`src/rtl/sla_pkg.sv`:
```
package sla_pkg;
  localparam logic [1:0] SEL_CTL1 = 2'd0;
  localparam logic [1:0] SEL_CTL2 = 2'd1;
  localparam logic [1:0] SEL_STAT = 2'd2;
  localparam logic [1:0] SEL_HOLD = 2'd3;

  // control 1 bit positions
  localparam int C1_NORMAL = 7;
  localparam int C1_BREAK  = 6;
  localparam int C1_ONESTP = 5;
  localparam int C1_ECHO   = 4;
  localparam int C1_PAREN  = 3;
  localparam int C1_RXEN   = 2;
  localparam int C1_RTS    = 1;
  localparam int C1_DTR    = 0;

  // control 2 bit positions
  localparam int C2_EVEN   = 4;
  localparam int C2_RXFOL  = 3;

  // number of divided-down variants of the top rate
  localparam int DIV_STEPS = 3;

  typedef enum logic [2:0] {
    TX_IDLE, TX_START, TX_DATA, TX_PAR, TX_STOP
  } tx_st_e;

  typedef enum logic [2:0] {
    RX_IDLE, RX_START, RX_DATA, RX_PAR, RX_STOP
  } rx_st_e;

  function automatic logic [3:0] char_bits(input logic [1:0] code);
    return 4'd8 - {2'b00, code};
  endfunction

  function automatic logic par_calc(input logic [7:0] d, input logic [3:0] n,
                                    input logic even);
    logic [7:0] m;
    m = d & ~(8'hFF << n);
    return even ? (^m) : ~(^m);
  endfunction
endpackage

```
`src/rtl/sla_tick_sel.sv`:
```
module sla_tick_sel
  import sla_pkg::*;
(
  input  logic       clk,
  input  logic       rst_n,
  input  logic [3:0] rate_tick,
  input  logic       ext_tick,
  input  logic [2:0] tx_sel,
  input  logic       rx_follow,
  output logic       tx_tick,
  output logic       rx_tick
);
  logic [DIV_STEPS-1:0] div_cnt, div_cnt_n;
  logic [DIV_STEPS:0]   div_tick;

  assign div_tick[0] = rate_tick[3];
  for (genvar k = 1; k <= DIV_STEPS; k++) begin : g_div
    assign div_tick[k] = rate_tick[3] & (&div_cnt[k-1:0]);
  end

  always_comb begin
    div_cnt_n = div_cnt;
    if (rate_tick[3]) div_cnt_n = div_cnt + 1'b1;
  end

  always_ff @(posedge clk or negedge rst_n) begin
    if (!rst_n) div_cnt <= '0;
    else        div_cnt <= div_cnt_n;
  end

  always_comb begin
    unique case (tx_sel)
      3'd0:    tx_tick = ext_tick;
      3'd1:    tx_tick = rate_tick[0];
      3'd2:    tx_tick = rate_tick[1];
      3'd3:    tx_tick = rate_tick[2];
      3'd4:    tx_tick = div_tick[0];
      3'd5:    tx_tick = div_tick[1];
      3'd6:    tx_tick = div_tick[2];
      default: tx_tick = div_tick[3];
    endcase
  end

  assign rx_tick = rx_follow ? tx_tick : rate_tick[0];
endmodule

```
`src/rtl/sla_tx.sv`:
```
module sla_tx
  import sla_pkg::*;
#(
  parameter int OVS = 16
) (
  input  logic       clk,
  input  logic       rst_n,
  input  logic       tick,
  input  logic       load,
  input  logic [7:0] din,
  input  logic [3:0] nbits,
  input  logic       pen,
  input  logic       even,
  input  logic       one_stop,
  output logic       take,
  output logic       line
);
  localparam int CW = $clog2(OVS);
  localparam logic [CW-1:0] LAST = CW'(OVS - 1);

  tx_st_e        st, st_n;
  logic [CW-1:0] cnt, cnt_n;
  logic [2:0]    idx, idx_n;
  logic [7:0]    shr, shr_n;
  logic          par, par_n;
  logic [2:0]    last_idx;

  assign last_idx = 3'(nbits - 4'd1);

  always_comb begin
    st_n  = st;
    cnt_n = cnt;
    idx_n = idx;
    shr_n = shr;
    par_n = par;
    take  = 1'b0;
    if (st == TX_IDLE) begin
      if (load) begin
        take  = 1'b1;
        st_n  = TX_START;
        cnt_n = '0;
        idx_n = '0;
        shr_n = din;
        par_n = par_calc(din, nbits, even);
      end
    end else if (tick) begin
      if (cnt != LAST) begin
        cnt_n = cnt + 1'b1;
      end else begin
        cnt_n = '0;
        unique case (st)
          TX_START: begin
            st_n  = TX_DATA;
            idx_n = '0;
          end
          TX_DATA: begin
            if (idx == last_idx) begin
              st_n  = pen ? TX_PAR : TX_STOP;
              idx_n = '0;
            end else begin
              idx_n = idx + 1'b1;
            end
          end
          TX_PAR: begin
            st_n  = TX_STOP;
            idx_n = '0;
          end
          TX_STOP: begin
            if (one_stop || idx != 3'd0) st_n = TX_IDLE;
            else                         idx_n = 3'd1;
          end
          default: st_n = TX_IDLE;
        endcase
      end
    end
  end

  always_ff @(posedge clk or negedge rst_n) begin
    if (!rst_n) begin
      st  <= TX_IDLE;
      cnt <= '0;
      idx <= '0;
      shr <= '0;
      par <= 1'b0;
    end else begin
      st  <= st_n;
      cnt <= cnt_n;
      idx <= idx_n;
      shr <= shr_n;
      par <= par_n;
    end
  end

  always_comb begin
    unique case (st)
      TX_START: line = 1'b0;
      TX_DATA:  line = shr[idx];
      TX_PAR:   line = par;
      default:  line = 1'b1;
    endcase
  end
endmodule

```
`src/rtl/sla_rx.sv`:
```
module sla_rx
  import sla_pkg::*;
#(
  parameter int OVS = 16
) (
  input  logic       clk,
  input  logic       rst_n,
  input  logic       tick,
  input  logic       en,
  input  logic       line,
  input  logic [3:0] nbits,
  input  logic       pen,
  input  logic       even,
  output logic       done,
  output logic [7:0] dout,
  output logic       perr,
  output logic       ferr
);
  localparam int CW = $clog2(OVS);
  localparam logic [CW-1:0] LAST = CW'(OVS - 1);
  localparam logic [CW-1:0] MID  = CW'(OVS / 2 - 1);

  rx_st_e        st, st_n;
  logic [CW-1:0] cnt, cnt_n;
  logic [2:0]    idx, idx_n;
  logic [7:0]    shr, shr_n;
  logic          pbit, pbit_n;
  logic          done_n, perr_n, ferr_n;
  logic [2:0]    last_idx;

  assign last_idx = 3'(nbits - 4'd1);

  always_comb begin
    st_n   = st;
    cnt_n  = cnt;
    idx_n  = idx;
    shr_n  = shr;
    pbit_n = pbit;
    done_n = 1'b0;
    perr_n = perr;
    ferr_n = ferr;
    if (!en) begin
      st_n = RX_IDLE;
    end else if (tick) begin
      unique case (st)
        RX_IDLE: begin
          if (!line) begin
            st_n  = RX_START;
            cnt_n = '0;
          end
        end
        RX_START: begin
          if (cnt != MID) begin
            cnt_n = cnt + 1'b1;
          end else if (!line) begin
            st_n  = RX_DATA;
            cnt_n = '0;
            idx_n = '0;
            shr_n = '0;
          end else begin
            st_n = RX_IDLE;
          end
        end
        default: begin
          if (cnt != LAST) begin
            cnt_n = cnt + 1'b1;
          end else begin
            cnt_n = '0;
            if (st == RX_DATA) begin
              shr_n[idx] = line;
              if (idx == last_idx) st_n = pen ? RX_PAR : RX_STOP;
              else                 idx_n = idx + 1'b1;
            end else if (st == RX_PAR) begin
              pbit_n = line;
              st_n   = RX_STOP;
            end else begin
              done_n = 1'b1;
              ferr_n = !line;
              perr_n = pen && (pbit != par_calc(shr, nbits, even));
              st_n   = RX_IDLE;
            end
          end
        end
      endcase
    end
  end

  always_ff @(posedge clk or negedge rst_n) begin
    if (!rst_n) begin
      st   <= RX_IDLE;
      cnt  <= '0;
      idx  <= '0;
      shr  <= '0;
      pbit <= 1'b0;
      done <= 1'b0;
      perr <= 1'b0;
      ferr <= 1'b0;
    end else begin
      st   <= st_n;
      cnt  <= cnt_n;
      idx  <= idx_n;
      shr  <= shr_n;
      pbit <= pbit_n;
      done <= done_n;
      perr <= perr_n;
      ferr <= ferr_n;
    end
  end

  assign dout = shr;
endmodule

```
`src/rtl/sla_modem.sv`:
```
module sla_modem #(
  parameter int SYNC = 2
) (
  input  logic clk,
  input  logic rst_n,
  input  logic dsr_i,
  input  logic cd_i,
  input  logic ri_i,
  input  logic dtr_on,
  output logic dsr_q,
  output logic cd_q,
  output logic change
);
  logic [SYNC-1:0] s_dsr, s_cd, s_ri;
  logic [2:0]      prev, cur;

  assign cur = {s_ri[SYNC-1], s_cd[SYNC-1], s_dsr[SYNC-1]};

  always_ff @(posedge clk or negedge rst_n) begin
    if (!rst_n) begin
      s_dsr <= '0;
      s_cd  <= '0;
      s_ri  <= '0;
      prev  <= '0;
    end else begin
      s_dsr <= {s_dsr[SYNC-2:0], dsr_i};
      s_cd  <= {s_cd[SYNC-2:0], cd_i};
      s_ri  <= {s_ri[SYNC-2:0], ri_i};
      prev  <= cur;
    end
  end

  assign dsr_q  = cur[0];
  assign cd_q   = cur[1];
  assign change = dtr_on ? ((cur[0] ^ prev[0]) | (cur[1] ^ prev[1]))
                         : (cur[2] ^ prev[2]);
endmodule

```
`src/rtl/sla_line_ctrl.sv`:
```
module sla_line_ctrl
  import sla_pkg::*;
#(
  parameter int OVS  = 16,
  parameter int SYNC = 2
) (
  input  logic       clk,
  input  logic       rst_n,
  input  logic [1:0] sel,
  input  logic       wr,
  input  logic       rd,
  input  logic [7:0] wdata,
  output logic [7:0] rdata,
  input  logic [3:0] rate_tick,
  input  logic       ext_tick,
  input  logic       rxd,
  output logic       txd,
  output logic       rts_n,
  output logic       dtr_n,
  input  logic       dsr,
  input  logic       cd,
  input  logic       ri
);
  logic [7:0] ctrl1, ctrl1_n, ctrl2, ctrl2_n;
  logic [7:0] thr, thr_n, rbr, rbr_n;
  logic       thr_full, thr_full_n, rx_full, rx_full_n;
  logic       f_dsc, f_dsc_n, f_fe, f_fe_n, f_pe, f_pe_n, f_ovr, f_ovr_n;
  logic [SYNC-1:0] rx_sync;

  logic       tx_tick, rx_tick, take, tx_line, rx_line, rxd_s;
  logic       rx_done, rx_perr, rx_ferr, dsr_q, cd_q, dsc_evt;
  logic [7:0] rx_data, status;
  logic [3:0] nbits;
  logic       wr_c1, wr_c2, wr_hold, rd_stat, rd_hold, echo_load;

  assign nbits   = char_bits(ctrl2[7:6]);
  assign wr_c1   = wr && sel == SEL_CTL1;
  assign wr_c2   = wr && sel == SEL_CTL2;
  assign wr_hold = wr && sel == SEL_HOLD;
  assign rd_stat = rd && sel == SEL_STAT;
  assign rd_hold = rd && sel == SEL_HOLD;
  assign echo_load = rx_done && ctrl1[C1_ECHO];

  sla_tick_sel u_tick (
    .clk(clk), .rst_n(rst_n), .rate_tick(rate_tick), .ext_tick(ext_tick),
    .tx_sel(ctrl2[2:0]), .rx_follow(ctrl2[C2_RXFOL]),
    .tx_tick(tx_tick), .rx_tick(rx_tick)
  );

  sla_tx #(.OVS(OVS)) u_tx (
    .clk(clk), .rst_n(rst_n), .tick(tx_tick), .load(thr_full), .din(thr),
    .nbits(nbits), .pen(ctrl1[C1_PAREN]), .even(ctrl2[C2_EVEN]),
    .one_stop(ctrl1[C1_ONESTP]), .take(take), .line(tx_line)
  );

  sla_rx #(.OVS(OVS)) u_rx (
    .clk(clk), .rst_n(rst_n), .tick(rx_tick), .en(ctrl1[C1_RXEN]),
    .line(rx_line), .nbits(nbits), .pen(ctrl1[C1_PAREN]),
    .even(ctrl2[C2_EVEN]), .done(rx_done), .dout(rx_data),
    .perr(rx_perr), .ferr(rx_ferr)
  );

  sla_modem #(.SYNC(SYNC)) u_modem (
    .clk(clk), .rst_n(rst_n), .dsr_i(dsr), .cd_i(cd), .ri_i(ri),
    .dtr_on(ctrl1[C1_DTR]), .dsr_q(dsr_q), .cd_q(cd_q), .change(dsc_evt)
  );

  assign rxd_s   = rx_sync[SYNC-1];
  assign rx_line = ctrl1[C1_NORMAL] ? rxd_s : tx_line;
  assign txd     = !ctrl1[C1_NORMAL] ? 1'b1 :
                   (ctrl1[C1_BREAK] ? 1'b0 : tx_line);
  assign rts_n   = !ctrl1[C1_RTS];
  assign dtr_n   = !ctrl1[C1_DTR];

  assign status = {f_dsc, dsr_q, cd_q, f_fe, f_pe, f_ovr, rx_full, !thr_full};

  always_comb begin
    unique case (sel)
      SEL_CTL1: rdata = ctrl1;
      SEL_CTL2: rdata = ctrl2;
      SEL_STAT: rdata = status;
      default:  rdata = rbr;
    endcase
  end

  always_comb begin
    ctrl1_n    = wr_c1 ? wdata : ctrl1;
    ctrl2_n    = wr_c2 ? wdata : ctrl2;
    thr_n      = thr;
    thr_full_n = thr_full;
    if (wr_hold) begin
      thr_n      = wdata;
      thr_full_n = 1'b1;
    end else if (echo_load) begin
      thr_n      = rx_data;
      thr_full_n = 1'b1;
    end else if (take) begin
      thr_full_n = 1'b0;
    end
    rbr_n     = rbr;
    rx_full_n = rx_full;
    if (rx_done) begin
      rbr_n     = rx_data;
      rx_full_n = 1'b1;
    end else if (rd_hold) begin
      rx_full_n = 1'b0;
    end
    f_ovr_n = (f_ovr && !rd_stat) || (rx_done && rx_full);
    f_fe_n  = (f_fe  && !rd_stat) || (rx_done && rx_ferr);
    f_pe_n  = (f_pe  && !rd_stat) || (rx_done && rx_perr);
    f_dsc_n = (f_dsc && !rd_stat) || dsc_evt;
  end

  always_ff @(posedge clk or negedge rst_n) begin
    if (!rst_n) begin
      ctrl1    <= '0;
      ctrl2    <= '0;
      thr      <= '0;
      thr_full <= 1'b0;
      rbr      <= '0;
      rx_full  <= 1'b0;
      f_ovr    <= 1'b0;
      f_fe     <= 1'b0;
      f_pe     <= 1'b0;
      f_dsc    <= 1'b0;
      rx_sync  <= '1;
    end else begin
      ctrl1    <= ctrl1_n;
      ctrl2    <= ctrl2_n;
      thr      <= thr_n;
      thr_full <= thr_full_n;
      rbr      <= rbr_n;
      rx_full  <= rx_full_n;
      f_ovr    <= f_ovr_n;
      f_fe     <= f_fe_n;
      f_pe     <= f_pe_n;
      f_dsc    <= f_dsc_n;
      rx_sync  <= {rx_sync[SYNC-2:0], rxd};
    end
  end
endmodule

```
`config.mk`:
```
export PLATFORM = sky130hd
export DESIGN_NAME = sla_line_ctrl
export DESIGN_NICKNAME = d
export VERILOG_FILES = /design/src/rtl/sla_pkg.sv /design/src/rtl/sla_tick_sel.sv /design/src/rtl/sla_tx.sv /design/src/rtl/sla_rx.sv /design/src/rtl/sla_modem.sv /design/src/rtl/sla_line_ctrl.sv
export SDC_FILE = /design/constraint.sdc
export NUM_CORES = 1
export LEC_CHECK = 0
export ABC_AREA = 1
export CAP_MARGIN = 10
export CORE_AREA = 3 3 124 138
export CTS_CLUSTER_SIZE = 40
export DETAILED_ROUTE_END_ITERATION = 16
export DIE_AREA = 0 0 127 141
export GPL_TIMING_DRIVEN = 0
export HOLD_SLACK_MARGIN = 0.15
export PLACE_DENSITY = 0.49
export SETUP_SLACK_MARGIN = 0.3
export SYNTH_ARGS = -nofsm -noshare
export SYNTH_HDL_FRONTEND = slang
export SYNTH_SLANG_ARGS = --single-unit
```
`constraint.sdc`:
```
create_clock -name clk -period 2.3 [get_ports clk]
set_input_delay 0.23 -clock clk [delete_from_list [all_inputs] [get_ports clk]]
set_output_delay 0.23 -clock clk [all_outputs]
set_load 0.01 [all_outputs]
```
# Word level (Yosys, flattened, before mapping)
# Index checks and enable logic that the tools add are counted.
[totals]
output_inout_bits = 11
elab_cells = 219
inputBits = 23
regBits = 93
[op_classes]
n_reduce_logical = 52
shift = 1
addsub = 7
bitwise_logic = 17
mux = 74
magnitude_cmp = 3
n_eq_ne = 36
[op_table]
columns = ["op", "count"]
rows = [
  ["3-bit two-way mux", 26],
  ["8-bit two-way mux", 6],
  ["4-bit two-way mux", 7],
  ["8-bit case mux with 3 select lines", 1],
  ["1-bit two-way mux", 22],
  ["3-bit by 2-bit equality test with 1-bit output (second input constant)", 6],
  ["8-bit AND", 2],
  ["8-bit case mux with 2 select lines", 1],
  ["8-bit parity", 2],
  ["1-bit logical AND", 15],
  ["5-bit AND reduction", 3],
  ["3-bit equality test (second input constant)", 4],
  ["4-bit inequality test (second input constant)", 3],
  ["3-bit case mux with 2 select lines", 2],
  ["3-bit case mux with 4 select lines", 1],
  ["6-bit AND reduction", 2],
  ["2-bit inequality test (second input constant)", 5],
  ["3-bit by 1-bit adder with 3-bit output (second input constant)", 3],
  ["3-bit by 1-bit equality test with 1-bit output (second input constant)", 3],
  ["3-bit logical NOT", 3],
  ["3-bit case mux with 3 select lines", 1],
  ["4-bit by 1-bit adder with 4-bit output (second input constant)", 2],
  ["8-bit bitwise mux", 1],
  ["3-bit by 4-bit less-than comparator with 1-bit output (second input constant)", 2],
  ["36 further kinds", 67],
]

# Logic depth before layout (Yosys ltp)
# Gate-level depths: netlist of the first run.
[depth]
word_depth = 9
mapped_depth = 13
depth_no_buf = 12

# Hierarchy
# Synthesis of the first run repeated with hierarchy kept, for this count alone.
[unflattened]
hier_cells = 733
area_unflattened_um2 = 5398.9
[by_module_without_submodules]
columns = ["module", "area_each_um2", "cells_each", "seq_area_each_um2", "instances"]
rows = [
  ["sla_line_ctrl", 1940.6, 241, 1003.5, 1],
  ["sla_rx", 1529.0, 224, 550.5, 1],
  ["sla_tx", 1415.1, 214, 475.5, 1],
  ["sla_modem", 286.5, 24, 225.2, 1],
  ["sla_tick_sel", 227.7, 30, 75.1, 1],
]

# Worst setup path before layout of the first run
# Ideal clock, no wire load.
[synth_path]
path_type = "reg2reg"
startpoint = "register u_tick.div_cnt[0]"
endpoint = "register u_rx.shr[3] (netlist: u_rx.dout[3])"
stages_incl_launch_ff = 14
period_less_slack_ps = 1700
path_buffers = 2
setup_ps = 65
arrival_time_ps = 1635
path_slack_ps = 600
required_ps = 2235
path_cell_list = "dfrtp_1 > ha_1 > ha_1 > nand2_1 > nand3_1 > nand3_2 > nand3_2 > nand3_2 > inv_2 > buf_12 > buf_12 > nand4_1 > nand2_1 > nand2_1"
[synth_between]
elab_chain_len = 5
elab_cells_between_ends = 8
classes_between = "mux: 2; bitwise: 3; reduce/logical: 3"
[synth_lines]
columns = ["item", "line", "source"]
rows = [
  ["start: declaration", "sla_tick_sel.sv:13", "logic [DIV_STEPS-1:0] div_cnt, div_cnt_n;"],
  ["start signal: assignment", "sla_tick_sel.sv:28", "else div_cnt <= div_cnt_n;"],
  ["3-bit AND reduction / 2-bit AND reduction (equally long branches)", "sla_tick_sel.sv:18", "assign div_tick[k] = rate_tick[3] & (&div_cnt[k-1:0]);"],
  ["1-bit AND", "sla_tick_sel.sv:18", ""],
  ["1-bit case mux with 7 select lines *", "sla_tick_sel.sv:32", "unique case (tx_sel)"],
  ["1-bit two-way mux *", "sla_tick_sel.sv:44", "assign rx_tick = rx_follow ? tx_tick : rate_tick[0];"],
  ["7-bit AND reduction (no line) *", "n/a", ""],
  ["end signal: assignment", "sla_rx.sv:102", "shr <= shr_n;"],
  ["end: declaration", "sla_rx.sv:26", "logic [7:0] shr, shr_n;"],
]
# Every way passes the cells marked *; elsewhere a longest branch is shown, timed or not.
# A chain may end at the register's enable or synchronous reset.

# Final worst setup path of the first run
[layout_path]
startpoint = "register u_tx.idx[0]"
endpoint = "output port txd"
[layout_between]
elab_chain_len = 5
[layout_lines]
columns = ["item", "line", "source"]
rows = [
  ["start: declaration", "sla_tx.sv:23", "logic [2:0] idx, idx_n;"],
  ["start signal: assignment", "sla_tx.sv:88", "idx <= idx_n;"],
  ["1-bit binary-select mux with 3-bit select", "sla_tx.sv:97", "TX_DATA: line = shr[idx];"],
  ["1-bit two-way mux (not written as such)", "sla_tx.sv:97", ""],
  ["1-bit case mux with 3 select lines", "sla_tx.sv:95", "unique case (st)"],
  ["1-bit two-way mux", "sla_line_ctrl.sv:71", "(ctrl1[C1_BREAK] ? 1'b0 : tx_line);"],
  ["1-bit two-way mux", "sla_line_ctrl.sv:70", "assign txd = !ctrl1[C1_NORMAL] ? 1'b1 :"],
  ["end: declaration", "sla_line_ctrl.sv:17", "output logic txd,"],
]
# Every way passes these cells. The select of a mux whose other input is x is not followed.

==> metrics, run 1 <==
PortBufs=33; Synth top area share=45.3%; Root Driver=clkbuf_16; Residual DRC=0; Pre-Repair DR Iteration Count=5; Die Ht=141 microns; drt wl/cell=15.1 microns; crit path time final=1.89 ns; Initial DRC Count=204; Layout Area Growth over Synthesis=20.3%; share of cells above drive strength 1=13.5%; mean post-synth cell area=8.15 sq um; DP Area=5630 sq um; status=finished, final reports clean; syn nets=647; sequential share of the synthesized area=46.4%; vias in the first global route=4154; top post-synthesis cells by area=dfrtp_1 (45%), nand2_1 (13%), o21ai_0 (5.9%); Slowest cell on crit path=dfrtp_1; remaining antenna violation count=0; WHS=0.284 ns; post-DP HPWL=9990 microns; row cnt=48; initial antenna violation count=0; synth unique cells=49; synthesis-stage register bit count=93; Core Util, Final=38.4%; synth warn=0; critical path launch point type=flop; clock latency on the worst-skew pair=0.35 ns; setup TNS=0 ns; Power Dens Cells=934 nW/um^2; mapped cell area=5030 sq um; commonest cells in the netlist=nand2_1 (168), dfrtp_1 (91), inv_1 (72); Top Family by Delay on Critical Path=simple AND/OR/NAND/NOR gates; CTS tree=done; post-layout power=5.65 mW; Yosys top cell by area=dfrtp_1; fmax=529 MHz; Setup CP Type=flop to primary output; maxcap violations=0; most common cell in the netlist=nand2_1; DIE AREA=17900 sq um; critical path capture point type=primary output; relative slew slack=65.8%; fin. max-slew vios=0; cts bufs inserted=9; post-route cell area=6050 sq um; core region area=15700 sq um; RSZ-0062 raised after global routing=no; GRT Overall Usage=15.4%; fin crit share=82.2%; Async SR Flop Fraction=100%; Data arrival, critical path=1.66 ns; CTS H-Tree Depth=3; I/O pin cnt=34; Syn Inst Count=617; CTS Buffer Depth=2; Remaining Overflow, GRT=0; Worst-Margin Slew=0.513 ns; global-route wire length before repair=21800 microns; number of diodes=0; max incr delay on CP=0.37 ns; worst vdd ir=426 uV; final net count=698; clk slew on worst S/H paths=0.06 ns; Total Wirelength=13200 microns; Hold Crit Class=input pin to flop; endpoints failing setup=0; Synth Flop Type=dfrtp_1; clock sinks=93; Vias/cell=4.77; vias post-DR=4162; Hold Fails Final Rpt=0; Setup Skew=0.00683 ns; number of synthesized flops with an enable pin=0; critical-path maximum fanout=8; Buf/Inv on CP=4; Die X-Extent=127 microns; largest net degree at the start of global routing=59; Worst EP required=2.07 ns; Leakage=2.86 nW; crit path cell chain=buf_6, inv_4, nand2_1, nand3_1, nand3_2, nand3_4, nand2_2, inv_1, o21ai_2, buf_2; Initial Utilization=31.9%; RD Place Congestion=0.838
-- metal layers --
| metal | global-route usage [%] | vias to the layer above | share of wire, % |
|---|---|---|---|
| li1 | - | 2111 | - |
| met1 | 20.0 | 1961 | 45 |
| met2 | 25.3 | 72 | 49 |
| met3 | 3.64 | 18 | 4.0 |
| met4 | 5.08 | 0 | 2.2 |
| met5 | 0 | - | 0 |
-- sequential cells by signal, summed over array words and instances (netlist names), 4 cells and up --
signal	cells
u_rx.cnt	4
ctrl1	8
u_tx.cnt	4
ctrl2	8
thr	8
u_tx.shr	8
u_rx.dout	8
rbr	8
-- logic make-up after synthesis --
kind of cell             Yosys count  synth area share [%]
flip-flops                        93                  46.4
XOR/XNOR                          20                  3.76
AO/OA/AOI/OAI                    106                  12.5
buffers and inverters            100                  8.76
adder cells (fa/ha/maj)            7                  1.74
multiplexers                       2                 0.448
AND/OR/NAND/NOR                  289                  26.4
-- worst register-to-register path: cells and delay by family, from the launching register on --
| kind | cells | cell delay [ns] |
|---|---|---|
| buffers and inverters | 3 | 0.37 |
| AND/OR/NAND/NOR | 8 | 0.67 |
| adder cells (fa/ha/maj) | 2 | 0.35 |
| flip-flops | 1 | 0.35 |
-- area by class of cell --
class	count	area, sq um
fillers	1608	9690
clock buffers	11	243
clock inverters	5	36.3
plain buffers	20	141
multi-input cells	424	2350
repair buffers	40	392
inverters	80	305
well taps	200	250
flip-flops and latches	93	2330
-- cell usage in the layout, fill, tap and decap left out, types with 9 or more instances in the layout --
cell	count
a21oi_1	10
nand4_1	16
o21ai_0	58
inv_1	70
clkbuf_16	9
xor2_1	12
clkdlybuf4s50_1	21
clkbuf_1	9
nand2_1	166
nand3_1	36
dfrtp_1	90
nor2_1	35
-- power by group --
part / switching, mW / internal [mW]
Combinational: 1.30 / 0.775
Sequential: 0.235 / 1.93
Clock: 0.644 / 0.763
-- stage by stage --
stage,instances,worst slack [ns]
after floorplan,617,0.600
after global placement,850,-2.56
after detailed placement,851,-0.215
after CTS,868,0.0454
after global routing,873,0.299
final,873,0.409
-- worst paths after layout --
path | from | end | slack, ns | cells past startpoint
max | u_tx.idx[0] | txd | 0.41 | 10
min | rxd | rx_sync[0] | 0.28 | 1
max reg2reg | u_tick.div_cnt[0] | u_rx.dout[5] | 0.45 | 13
min reg2reg | u_modem.s_ri[0] | u_modem.s_ri[1] | 0.35 | 0
max in group asynchronous | rst_n | rx_sync[0] | 1.19 | 3
min in group asynchronous | rst_n | u_tick.div_cnt[0] | 0.40 | 2
-- what timing repair did --
action / CTS / global route
pin swaps: 0 / 2
endpoints found under the setup margin: 10 / 25
setup buffers: 0 / 5
hold buffers: 1 / 0
gates resized for setup: 20 / 21
endpoints found under the hold margin: 35 / 0
Power figures use the tool's default switching activity.
==> inputs of run 2 (changes only) <==
- PLACE_DENSITY: 0.49 -> 0.51
- clock period: 2.3 -> 1.5 ns (I/O delays scaled with it)
==> run 2 against run 1 <==
Against the previous run: the run now ends with setup timing left; final cell count up 4.5%; utilization grew 5.3 points; global-route usage is 0.77 points higher; via count increased by 5.8%; flip-flop and latch count unchanged; sequential power increased by 56%; critical endpoint unchanged; largest cell class unchanged; highest routed layer unchanged.
==> metrics, run 2 (same netlist as run 1, synthesis figures left out) <==
Residual DRC=0 (unchanged); status=complete, but fails checks; Die X-Extent=127 microns (unchanged); Setup Skew=0.00812 ns (+0.00128 ns); clock latency on the worst-skew pair=0.35 ns (about the same); largest net degree at the start of global routing=58 (-1.7%); crit path cell chain=inv_1, nand3_2, nand3_2, nand3_4, nand2_2, inv_2, o21ai_2, buf_2; placed insts=851 (unchanged); Layout Area Growth over Synthesis=37.0%; combinational power share=43.1% (+6.3 points); Leakage=3.17 nW (+11%); Hold Fails Final Rpt=0 (unchanged); number of diodes=0 (unchanged); post-DP HPWL=9820 microns (-1.7%); RSZ-0062 raised after global routing=yes; Worst EP required=1.35 ns (-0.72 ns); fin. max-slew vios=0 (unchanged); Die Ht=141 microns (unchanged); fin crit share=122%; Slowest cell on crit path=dfrtp_2; most frequent cells in the layout=nand2_1 (137), dfrtp_1 (84), inv_1 (61); critical path launch point type=flop; clock sinks=93 (unchanged); relative slew slack=65.8% (about the same); Fillers=1552 (-3.5%); RD Place Congestion=0.835 (-0.41%); clock share of power=24.1% (-0.8 points); CTS Buffer Depth=2 (unchanged); GRT Overall Usage=16.2% (+0.77 points); cts bufs inserted=9 (unchanged); Power Internal=6.41 mW (+85%); post-route cell area=6890 sq um (+14%); commonest non-fill, non-tap cell in the layout=nand2_1; most frequent CP cell=nand3_2; max incr delay on CP=0.48 ns (+0.11 ns); row cnt=48 (unchanged); Power Dens Cells=1500 nW/um^2 (+61%); Remaining Overflow, GRT=0 (unchanged); CTS H-Tree Depth=3 (unchanged); share of cells above drive strength 1=31.3% (+18 points); Worst-Margin Slew=0.513 ns (+0.0000767 ns); Total Wirelength=13900 microns (+5.3%); crit path time final=1.84 ns; I/O pin cnt=34 (unchanged); Vias/cell=4.83 (+1.3%); fmax=545 MHz; drt wl/cell=15.2 microns (+0.76%); fin cells=912 (+4.5%); sw power=3.92 mW (+80%); DIE AREA=17900 sq um (unchanged); CP startpoint=u_tx.idx[1]; Data arrival, critical path=1.69 ns (+0.03 ns); initial antenna violation count=0 (unchanged); Hold Crit Class=input pin to flop; remaining antenna violation count=0 (unchanged); Switching Share=38.0% (-0.66 points); fin worst setup slack=-0.337 ns (-0.745 ns); core region area=15700 sq um (unchanged); worst vdd ir=694 uV (+63%); Pre-Repair DR Iteration Count=5 (unchanged); Initial DRC Count=212 (+3.9%); Root Driver=clkbuf_16; hold_sp=rxd; CTS tree=done; critical path capture point type=primary output; critical-path maximum fanout=7 (-1); Initial Utilization=31.9% (unchanged); final net count=737 (+5.6%); PortBufs=33 (unchanged); maxcap violations=0 (unchanged); Reg power frac=32.8% (-5.5 points); Setup CP Type=flop to primary output; DP Area=5710 sq um (+1.4%); vias in the first global route=4464 (+7.5%); clk slew on worst S/H paths=0.07 ns (about the same); RR Startpoint=u_tick.div_cnt[0]; global-route wire length before repair=22900 microns (+5.2%); vias post-DR=4404 (+5.8%); failing checks=setup timing; post-layout power=10.3 mW (+83%); Post-Place Worst Slack=-0.841 ns (-0.626 ns); endpoints failing setup=42 (+42)
run 2: cell count changes in the layout (fill, tap and decap cells not counted), sizes merged:
| cell | previous run | this run |
|---|---|---|
| clkbuf | 19 | 15 |
| dlygate4sd2 | 8 | 0 |
| clkdlybuf4s50 | 21 | 19 |
| bufinv | 0 | 2 |
| dlymetal6s2s | 1 | 0 |
| buf | 20 | 72 |
run 2: critical path, delay by kind of cell (launching register included):
| kind | cells | cell delay, ns |
|---|---|---|
| compound gates | 1 | 0.13 |
| flops | 1 | 0.48 |
| buf+inv | 3 | 0.34 |
| simple gates | 4 | 0.37 |
run 2: path summary, 6_finish.rpt:
kind	slack (ns)	endpoint	cells after the start
hold reg to reg	0.35	u_modem.s_ri[1]	0
max in group asynchronous	0.48	rx_sync[1]	3
setup / recovery	-0.34	txd	8
setup reg to reg	-0.30	u_rx.dout[5]	14
hold / removal	0.22	rx_sync[0]	1
min in group asynchronous	0.31	u_tx.cnt[3]	2
run 2: per-layer routing:
layer	global-route usage, %	wire [microns]	vias up
li1	-	-	2193
met1	20.5	6230	2119
met2	27.6	7030	81
met3	3.83	442	11
met4	4.35	144	0
met5	0	0	-
run 2: layout make-up:
class	instances	area, sq um	share of cell area [%]
flip-flops and latches	93	2340	34.0
plain buffers	20	170	2.47
repair buffers	79	771	11.2
multi-input cells	424	2720	39.5
clock buffers	9	225	3.27
clock inverters	7	97.6	1.42
well taps	200	250	3.63
inverters	80	314	4.56
run 2: repair_timing:
action / in CTS / in global routing
hold endpoints to repair: 36 / 0
resized for setup: 139 / 58
pin swaps: 30 / 21
setup endpoints to repair: 75 / 64
setup buffers: 32 / 7
cloned: 4 / 1
hold buffers: 1 / 0
run 2: metrics by stage:
step	hold WS, ns	setup TNS, ns	util, %
after floorplan	-0.146	-2.03	-
after global placement	0.335	-322.02	36.1
after detailed placement	0.162	-21.93	36.3
after CTS	0.199	-8.03	42.0
after global routing	0.188	-12.91	43.8
final	0.217	-7.60	43.8
run 2: power groups by stage:
stage / Combinational, mW / Sequential (mW) / Clock [mW]
after global placement: 3.04 / 3.37 / 0
final: 4.45 / 3.38 / 2.49
after CTS: 4.04 / 3.34 / 2.56
after global routing: 4.93 / 3.45 / 2.68
after floorplan: 2.32 / 3.27 / 0
after detailed placement: 3.11 / 3.38 / 0
==> inputs of run 3 (changes only) <==
- MAX_ROUTING_LAYER: unset -> met4
- PLACE_DENSITY: 0.51 -> 0.46
==> run 3 against run 2 <==
Against the previous run: the run still ends with setup timing left; worst hold slack worse by 0.016 ns; final cell count is 0.22% lower; utilization is 0.17 points lower; clock power is 17% higher; critical path type is now flop to flop; combinational power is 3% lower.
==> metrics, run 3 (same netlist as run 1, synthesis figures left out) <==
Reg power frac=31.7% (-1.1 points); clk slew on worst S/H paths=0.08 ns (about the same); clock latency on the worst-skew pair=0.35 ns (about the same); global-route wire length before repair=23000 microns (+0.45%); global route hottest layer=met2; vias in the first global route=4236 (-5.1%); placed insts=851 (unchanged); combinational power share=40.8% (-2.3 points); fin cells=910 (-0.22%); endpoints failing setup=34 (-19%); Vias/cell=4.83 (about the same); Fillers=1587 (+2.3%); commonest non-fill, non-tap cell in the layout=nand2_1; Initial Utilization=31.9% (unchanged); critical-path maximum fanout=7 (unchanged); DIE AREA=17900 sq um (unchanged); GRT Overall Usage=16.8% (+0.59 points); max incr delay on CP=0.42 ns (-0.06 ns); met1 usage=23.0% (+2.5 points); fin. max-slew vios=0 (unchanged); Setup CP Type=flop to flop; Data arrival, critical path=2.03 ns (+0.34 ns); maxcap violations=0 (unchanged); number of diodes=0 (unchanged); RD Place Congestion=0.812 (-2.8%); CTS H-Tree Depth=3 (unchanged); most frequent cells in the layout=nand2_1 (134), dfrtp_1 (86), inv_1 (59); Hold Crit Class=input pin to flop; initial antenna violation count=0 (unchanged); vias post-DR=4396 (-0.18%); drt wl/cell=15.7 microns (+3.2%); remaining antenna violation count=0 (unchanged); Setup Skew=0.00940 ns (+0.00129 ns); Residual DRC=0 (unchanged); WHS=0.201 ns (-0.0156 ns); clock share of power=27.5% (+3.4 points); routing usage on met3=2.12% (-1.7 points); Root Driver=clkbuf_16; I/O pin cnt=34 (unchanged); critical path launch point type=flop; failing checks=setup timing; Hold Fails Final Rpt=0 (unchanged); Power Dens Cells=1550 nW/um^2 (+3.2%); Die X-Extent=127 microns (unchanged); fin crit share=120% (-2.9 points); Remaining Overflow, GRT=0 (unchanged); row cnt=48 (unchanged); Initial DRC Count=269 (+27%); status=complete, but fails checks; Leakage=3.22 nW (+1.7%); Worst-Margin Slew=0.472 ns (-0.0412 ns); worst vdd ir=695 uV (+0.18%); sw power=3.93 mW (+0.40%); Buf/Inv on CP=3 (unchanged); largest net degree at the start of global routing=68 (+17%); Worst EP required=1.74 ns (+0.39 ns); Slowest cell on crit path=dfrtp_1; final net count=735 (-0.27%); Pre-Repair DR Iteration Count=4 (-1); Layout Area Growth over Synthesis=36.5%; share of cells above drive strength 1=30.7% (-0.62 points); relative slew slack=68.5% (+2.7 points); fin worst setup slack=-0.293 ns (+0.0440 ns); CTS Buffer Depth=2 (unchanged); PortBufs=33 (unchanged); fmax=558 MHz (+2.5%); crit path cell chain=ha_4, ha_4, nand2_2, nand3_2, nand3_4, nand3_4, nand3_4, inv_4, buf_12, clkbuf_16, nand4_1, nand2_1; Die Ht=141 microns (unchanged); Post-Place Worst Slack=-0.860 ns (-0.0191 ns); crit path time final=1.79 ns (-0.0440 ns); Core Util, Final=43.6% (-0.17 points); clock sinks=93 (unchanged); setup TNS=-6.95 ns (+0.650 ns); post-DP HPWL=10000 microns (+2.1%); Top Family by Delay on Critical Path=simple AND/OR/NAND/NOR gates; Switching Share=37.1% (-0.87 points); CTS tree=done; RSZ-0062 raised after global routing=yes; Total Wirelength=14300 microns (+3.0%); cts bufs inserted=9 (unchanged); most frequent CP cell=nand3_4; critical path capture point type=flop; core region area=15700 sq um (unchanged); Power Internal=6.67 mW (+4.2%); GRT met2 Usage=25.9% (-1.7 points)
run 3: changes by cell type in the layout (fill, tap and decap cells not counted), sizes merged:
cell,previous run,this run
buf,72,68
clkinvlp,3,0
inv,80,83
bufinv,2,4
clkinv,2,0
clkbuf,15,16
clkdlybuf4s15,1,0
clkdlybuf4s18,0,1
nor2,46,47
run 3: path summary, 6_finish.rpt:
path | startpoint | endpoint | slack (ns) | depth (start not counted)
worst max register to register | u_tick.div_cnt[1] | u_rx.idx[0] | -0.29 | 12
min in group asynchronous | rst_n | u_tx.cnt[2] | 0.25 | 2
worst min-delay path | rxd | rx_sync[0] | 0.20 | 1
worst max-delay path | u_tick.div_cnt[1] | u_rx.idx[0] | -0.29 | 12
max in group asynchronous | rst_n | rx_sync[0] | 0.53 | 3
worst min register to register | u_modem.s_cd[0] | u_modem.s_cd[1] | 0.35 | 0
run 3: final cells by class:
| type | instances | area, sq um | area share [%] |
|---|---|---|---|
| multi-input cells | 425 | 2690 | 39.2 |
| flip-flops and latches | 93 | 2340 | 34.1 |
| repair buffers | 76 | 714 | 10.4 |
| inverters | 80 | 318 | 4.63 |
| well taps | 200 | 250 | 3.65 |
| clock buffers | 9 | 225 | 3.28 |
| plain buffers | 20 | 174 | 2.54 |
| clock inverters | 7 | 151 | 2.21 |
run 3: stage by stage:
step,area [sq um],power [mW]
2_1_floorplan,5110,5.58
3_3_place_gp,5690,6.44
3_5_place_dp,5710,6.47
4_1_cts,6650,10.4
5_1_grt,6860,11.3
6_report,6860,10.6
run 3: what timing repair did:
action / 4_1_cts / 5_1_grt
endpoints found under the hold margin: 62 / 0
setup buffers: 30 / 7
pin swaps: 38 / 23
cloned: 3 / 2
setup endpoints to repair: 81 / 72
hold buffers: 1 / 0
gates resized for setup: 151 / 51
run 3: power groups by stage:
| stage | Combinational, mW | Sequential, mW | Clock [mW] |
|---|---|---|---|
| after floorplan | 2.32 | 3.27 | 0 |
| after global placement | 3.06 | 3.38 | 0 |
| after CTS | 4.05 | 3.35 | 2.98 |
| final | 4.33 | 3.36 | 2.92 |
| after global routing | 4.79 | 3.41 | 3.07 |
| after detailed placement | 3.09 | 3.38 | 0 |
run 3: per-layer routing:
layer	routed length [microns]	part of all wire (%)
met1	6870	48
met5	0	0
met4	242	1.7
met2	6740	47
met3	403	2.8
